File: config.mk
export PLATFORM = sky130hd
export DESIGN_NAME = cascade_intack
export DESIGN_NICKNAME = d
export VERILOG_FILES = /design/src/rtl/cim_pkg.sv /design/src/rtl/cim_req_capture.sv /design/src/rtl/cim_prio_resolve.sv /design/src/rtl/cim_core.sv /design/src/rtl/cascade_intack.sv
export SDC_FILE = /design/constraint.sdc
export NUM_CORES = 1
export LEC_CHECK = 0
export CORE_MARGIN = 8
export CORE_UTILIZATION = 50
export CTS_CLUSTER_SIZE = 10
export DETAILED_ROUTE_END_ITERATION = 8
export DONT_BUFFER_PORTS = 1
export GPL_ROUTABILITY_DRIVEN = 1
export SLEW_MARGIN = 25
export SYNTH_ARGS = -nofsm -noshare
export SYNTH_HDL_FRONTEND = slang
export SYNTH_SLANG_ARGS = --single-unit
File: constraint.sdc
create_clock -name clk_i -period 8.7 [get_ports clk_i]
set_clock_uncertainty 0.15 [all_clocks]
set_input_delay 0 -clock clk_i [delete_from_list [all_inputs] [get_ports clk_i]]
set_output_delay 0 -clock clk_i [all_outputs]
set_load 0.03 [all_outputs]
File: src/rtl/cim_pkg.sv
package cim_pkg;
  localparam int unsigned LINES = 8;
  localparam int unsigned LW    = $clog2(LINES);

  typedef logic [LINES-1:0] line_vec_t;
  typedef logic [LW-1:0]    line_idx_t;
  typedef logic [LW:0]      prio_t;

  // rank of the first set bit counting from rot; LINES when empty
  function automatic prio_t first_prio(line_vec_t v, line_idx_t rot);
    prio_t     p;
    line_idx_t idx;
    p = prio_t'(LINES);
    for (int k = LINES - 1; k >= 0; k--) begin
      idx = line_idx_t'(k) + rot;
      if (v[idx]) p = prio_t'(k);
    end
    return p;
  endfunction
endpackage

File: src/rtl/cim_req_capture.sv
module cim_req_capture
  import cim_pkg::*;
#(
  parameter line_vec_t LVL_OK = '1
) (
  input  logic      clk_i,
  input  logic      rst_ni,
  input  line_vec_t raw_i,
  input  logic      elsel_we_i,
  input  line_vec_t elsel_wdata_i,
  input  line_vec_t ack_clr_i,
  output line_vec_t irr_o
);
  line_vec_t elsel_q, last_q, irr_q;

  always_ff @(posedge clk_i or negedge rst_ni) begin
    if (!rst_ni)         elsel_q <= '0;
    else if (elsel_we_i) elsel_q <= elsel_wdata_i & LVL_OK;
  end

  for (genvar i = 0; i < LINES; i++) begin : g_line
    always_ff @(posedge clk_i or negedge rst_ni) begin
      if (!rst_ni) begin
        last_q[i] <= 1'b0;
        irr_q[i]  <= 1'b0;
      end else begin
        last_q[i] <= raw_i[i];
        if (elsel_q[i]) irr_q[i] <= raw_i[i];
        else            irr_q[i] <= (irr_q[i] & ~ack_clr_i[i]) | (raw_i[i] & ~last_q[i]);
      end
    end


    level_follow_chk: assert property (@(posedge clk_i) disable iff (!rst_ni)
      elsel_q[i] |=> irr_q[i] == $past(raw_i[i]));


    edge_hold_chk: assert property (@(posedge clk_i) disable iff (!rst_ni)
      (!elsel_q[i] && last_q[i] && !ack_clr_i[i]) |=> irr_q[i] == $past(irr_q[i]));
  end

  assign irr_o = irr_q;
endmodule

File: src/rtl/cim_prio_resolve.sv
module cim_prio_resolve
  import cim_pkg::*;
(
  input  line_vec_t irr_i,
  input  line_vec_t mask_i,
  input  line_vec_t isr_i,
  input  line_vec_t isr_ignore_i,
  input  line_idx_t rot_i,
  output logic      win_vld_o,
  output line_idx_t win_line_o,
  output logic      top_isr_vld_o,
  output line_idx_t top_isr_line_o
);
  prio_t req_p, cur_p, isr_p;

  always_comb begin
    req_p          = first_prio(irr_i & ~mask_i, rot_i);
    cur_p          = first_prio(isr_i & ~isr_ignore_i, rot_i);
    isr_p          = first_prio(isr_i, rot_i);
    win_vld_o      = req_p < cur_p;
    win_line_o     = req_p[LW-1:0] + rot_i;
    top_isr_vld_o  = !isr_p[LW];
    top_isr_line_o = isr_p[LW-1:0] + rot_i;
  end
endmodule

File: src/rtl/cim_core.sv
module cim_core
  import cim_pkg::*;
#(
  parameter line_vec_t LVL_OK = '1
) (
  input  logic      clk_i,
  input  logic      rst_ni,
  input  line_vec_t raw_i,
  input  logic      elsel_we_i,
  input  line_vec_t elsel_wdata_i,
  input  line_vec_t mask_i,
  input  line_vec_t isr_ignore_i,
  input  logic      auto_eoi_i,
  input  logic      rot_aeoi_i,
  input  logic      eoi_i,
  input  logic      ack_i,
  output logic      win_vld_o,
  output line_idx_t win_line_o
);
  line_vec_t isr_q, irr, ack_vec, eoi_vec;
  line_idx_t rot_q, top_line;
  logic      top_vld;

  assign ack_vec = ack_i ? line_vec_t'(1) << win_line_o : '0;
  assign eoi_vec = (eoi_i && top_vld) ? line_vec_t'(1) << top_line : '0;

  cim_req_capture #(.LVL_OK(LVL_OK)) u_cap (
    .clk_i, .rst_ni, .raw_i, .elsel_we_i, .elsel_wdata_i,
    .ack_clr_i (ack_vec),
    .irr_o     (irr)
  );

  cim_prio_resolve u_res (
    .irr_i          (irr),
    .mask_i,
    .isr_i          (isr_q),
    .isr_ignore_i,
    .rot_i          (rot_q),
    .win_vld_o,
    .win_line_o,
    .top_isr_vld_o  (top_vld),
    .top_isr_line_o (top_line)
  );

  always_ff @(posedge clk_i or negedge rst_ni) begin
    if (!rst_ni) begin
      isr_q <= '0;
      rot_q <= '0;
    end else begin
      isr_q <= (isr_q & ~eoi_vec) | (auto_eoi_i ? '0 : ack_vec);
      if (ack_i && auto_eoi_i && rot_aeoi_i) rot_q <= win_line_o + 1'b1;
    end
  end


  ack_needs_win_chk: assert property (@(posedge clk_i) disable iff (!rst_ni)
    ack_i |-> win_vld_o);


  ack_sets_isr_chk: assert property (@(posedge clk_i) disable iff (!rst_ni)
    (ack_i && !auto_eoi_i) |=> isr_q[$past(win_line_o)]);


  aeoi_keeps_isr_chk: assert property (@(posedge clk_i) disable iff (!rst_ni)
    (ack_i && auto_eoi_i && !eoi_i) |=> $stable(isr_q));


  aeoi_rotate_chk: assert property (@(posedge clk_i) disable iff (!rst_ni)
    (ack_i && auto_eoi_i && rot_aeoi_i) |=> rot_q == line_idx_t'($past(win_line_o) + 1'b1));


  win_unmasked_chk: assert property (@(posedge clk_i) disable iff (!rst_ni)
    win_vld_o |-> !mask_i[win_line_o]);
endmodule

File: src/rtl/cascade_intack.sv
module cascade_intack
  import cim_pkg::*;
#(
  parameter line_vec_t MST_LVL_OK = 8'hF8,
  parameter line_vec_t SLV_LVL_OK = 8'hDE
) (
  input  logic        clk_i,
  input  logic        rst_ni,
  input  logic [15:0] irq_i,
  input  logic [1:0]  elsel_we_i,
  input  logic [7:0]  elsel_wdata_i,
  input  logic [7:0]  mst_mask_i,
  input  logic [7:0]  slv_mask_i,
  input  logic [4:0]  mst_base_i,
  input  logic [4:0]  slv_base_i,
  input  logic [1:0]  auto_eoi_i,
  input  logic [1:0]  rot_aeoi_i,
  input  logic        nested_i,
  input  logic [1:0]  eoi_i,
  input  logic        ack_i,
  output logic        int_o,
  output logic [7:0]  vector_o
);
  localparam line_idx_t CASC_LINE = line_idx_t'(2);
  localparam line_idx_t SPUR_LINE = line_idx_t'(LINES - 1);

  line_vec_t m_raw, m_ignore;
  logic      m_vld, s_vld, m_ack, s_ack, m_is_casc;
  line_idx_t m_line, s_line;

  always_comb begin
    m_raw            = irq_i[7:0];
    m_raw[CASC_LINE] = s_vld;    // raw line replaced by the slave output
  end

  assign m_ignore  = nested_i ? line_vec_t'(1) << CASC_LINE : '0;
  assign m_is_casc = m_line == CASC_LINE;
  assign m_ack     = ack_i && m_vld;
  assign s_ack     = m_ack && m_is_casc && s_vld;

  cim_core #(.LVL_OK(MST_LVL_OK)) u_mst (
    .clk_i, .rst_ni,
    .raw_i         (m_raw),
    .elsel_we_i    (elsel_we_i[0]),
    .elsel_wdata_i,
    .mask_i        (mst_mask_i),
    .isr_ignore_i  (m_ignore),
    .auto_eoi_i    (auto_eoi_i[0]),
    .rot_aeoi_i    (rot_aeoi_i[0]),
    .eoi_i         (eoi_i[0]),
    .ack_i         (m_ack),
    .win_vld_o     (m_vld),
    .win_line_o    (m_line)
  );

  cim_core #(.LVL_OK(SLV_LVL_OK)) u_slv (
    .clk_i, .rst_ni,
    .raw_i         (irq_i[15:8]),
    .elsel_we_i    (elsel_we_i[1]),
    .elsel_wdata_i,
    .mask_i        (slv_mask_i),
    .isr_ignore_i  ('0),
    .auto_eoi_i    (auto_eoi_i[1]),
    .rot_aeoi_i    (rot_aeoi_i[1]),
    .eoi_i         (eoi_i[1]),
    .ack_i         (s_ack),
    .win_vld_o     (s_vld),
    .win_line_o    (s_line)
  );

  always_comb begin
    if (!m_vld)         vector_o = {mst_base_i, SPUR_LINE};
    else if (!m_is_casc) vector_o = {mst_base_i, m_line};
    else if (s_vld)     vector_o = {slv_base_i, s_line};
    else                vector_o = {slv_base_i, SPUR_LINE};
  end

  assign int_o = m_vld;


  mst_spur_chk: assert property (@(posedge clk_i) disable iff (!rst_ni)
    (ack_i && !int_o) |-> vector_o == {mst_base_i, 3'd7});


  slv_spur_vec_chk: assert property (@(posedge clk_i) disable iff (!rst_ni)
    (ack_i && m_vld && m_is_casc && !s_vld) |-> vector_o[2:0] == 3'd7);
endmodule

==> flow_summary.ini <==
[hold_path]
hold_path.class = in2async

[detailed_routing]
drt_wl_total_um = 14700
first_pass_iters = 5
num_vias = 4619
wire_per_inst_um = 19.7
drt_iter0_drc = 284
antenna_left = 0
vias_per_cell = 6.20
remaining_drc_errors = 0

[clock_tree]
cts_setup_buffers = 0
cts_htree_levels = 3
clk_pin_slew_ps = 60
cts_root_buf = clkbuf_16
cts_inserted_buffers = 9
clockBufferDepth = 2
cts_tree = yes
cts.sinks = 65
clk_latency_ps = 330

[grt]
grt.overflow.total = 0
grt_pass1_wl_um = 23500
antenna_found_initial = 0
grt_max_degree = 66
grt_util_all_layers = 0.198
grt_pass1_vias = 4713

[floorplan]
rows = 39
die_y_um = 122
fp.coreArea_sq_um = 11200
ioPinCount = 71
initial_utilization = 0.505
die_x_um = 122
die_area_sq_um = 15000

[setup_path]
r2r-start = u_mst.rot_q[1]
reg2reg_depth = 15
rrSetupSlack_ps = 2220
criticalPathCategory = reg2reg
cp-startpoint = u_mst.rot_q[1]
endpoint = u_slv.isr_q[7]
start_kind = register
cp.arrival_ps = 6610
cp.required_ps = 8820
end_kind = register
reg2reg_to = u_slv.isr_q[7]
crit_fanout = 15

[synth]
synth-edff-count = 0
synthCells = 560
postSynthAreaPerCell_sq_um = 10.1
synth.net_count = 652
async_flop_share = 1.00
yosys_warnings = 0
ys_ff_latch = 65
syn_area_sq_um = 5670
synth_cell_types = 78
ys.flop_type = dfrtp_1
yosysSeqAreaShare = 0.287

[timing]
tightest_slew_ps = 1090
hold_violations = 0
finalCriticalPeriod_ps = 6480
tns_ps = 0
slew_headroom = 0.265
rsz0062_at_grt = no
finalSetupViolCount = 0
max_freq_ghz = 0.154
drv_slew = 0
period_share = 0.745

[layout]
nFillCells = 952
syn2layout_area_growth_pct = 14.5
fin_nets = 689
drive_above_1_share = 0.173
layout_common_cells = 65 x dfrtp_1, 46 x o21ai_0, 37 x inv_1, 37 x nand2_1, 37 x dlygate4sd3_1
antenna_cells = 0
layout_commonest_cell = dfrtp_1

[placement]
place_hpwl_um = 11300
place.gp.congestion = 0.853
numPortBuffers = 0

[flow_run]
maxCapViolCount = 0

[run_status]
outcome = finished clean
-- worst max-delay path, cell delays in order (launching register included) --
cell           delay, ps
dfrtp_1              790
inv_1                250
ha_1                 290
xnor2_1              550
mux4_2               640
a21oi_1              170
a2bb2oi_1            360
inv_1                 80
ha_1                 200
fa_1                 590
ha_1                 300
nor4b_2              490
nor2_2               140
a211o_1              490
o41ai_2              340
dlygate4sd3_1        590
-- cells in the mapped netlist, drive strengths merged, types with 12 or more instances --
| master | count | area, sq um |
|---|---|---|
| inv | 40 | 153 |
| o21ai | 47 | 235 |
| ha | 26 | 325 |
| mux2 | 33 | 372 |
| mux2i | 16 | 176 |
| nand2 | 38 | 145 |
| nor2 | 34 | 130 |
| nor3 | 12 | 60.1 |
| nand2b | 14 | 87.6 |
| mux4 | 34 | 777 |
| a21oi | 14 | 70.1 |
| dfrtp | 65 | 1630 |
| nor2b | 23 | 144 |
| o31ai | 13 | 97.6 |
-- flip-flops by register name (all words and copies together), names as in the netlist, 5 cells and up --
name,flops
u_slv.u_cap.irr_o,8
u_slv.isr_q,8
u_slv.u_cap.last_q,8
u_mst.isr_q,8
u_mst.u_cap.last_q,8
u_mst.u_cap.irr_o,8
u_slv.u_cap.elsel_q,6
u_mst.u_cap.elsel_q,5
-- area by class of cell --
cell class	instances	area, sq um	share of cell area
clock buffers	10	239	0.0368
clock inverters	6	72.6	0.0112
inverters	41	156	0.0241
multi-input cells	438	3790	0.584
flip-flops and latches	65	1630	0.251
well taps	143	179	0.0276
repair buffers	42	428	0.0659
-- per-layer routing --
metal,track usage,vias up,wire [um]
li1,-,2203,-
met1,0.227,2329,6110
met2,0.370,71,7940
met3,0.0345,16,438
met4,0.0556,0,184
met5,0,-,0
-- cells by family after synthesis --
logic type                 Yosys count  share of synthesized area
AOI/OAI and AO/OA                  140                      0.175
adders and majority gates           30                     0.0715
muxes                               83                      0.234
buffers and inverters               57                     0.0446
and+or+nand+nor                    170                      0.164
DFF                                 65                      0.287
xor gates and xnor gates            15                     0.0245
-- metrics by stage --
stage / cells / area (sq um) / worst slack, ps / hold WS (ps) / util
3_3_place_gp: 691 / 5780 / 2610 / -444 / 0.515
5_1_grt: 745 / 6490 / 1810 / 86.0 / 0.578
3_5_place_dp: 691 / 5780 / 2550 / -444 / 0.515
4_1_cts: 745 / 6490 / 2230 / 49.5 / 0.578
2_1_floorplan: 560 / 5670 / 3920 / -446 / -
6_report: 745 / 6490 / 2220 / 63.7 / 0.578
-- repair_timing --
item                                   in CTS  in global routing
endpoints found under the hold margin     128                  0
gates resized for setup                     0                  0
hold buffers                               38                  0
-- worst min path at each step --
stage / end
after CTS: u_slv.u_cap.elsel_q[4]
final: u_slv.u_cap.elsel_q[4]
after global placement: u_slv.u_cap.elsel_q[4]
after floorplan: u_mst.isr_q[0]
after detailed placement: u_slv.u_cap.elsel_q[4]
after global routing: u_slv.u_cap.elsel_q[4]
Power is left out: the tool's default activity adds up to more than one toggle a clock period on the data nets, which glitch-free logic cannot reach.
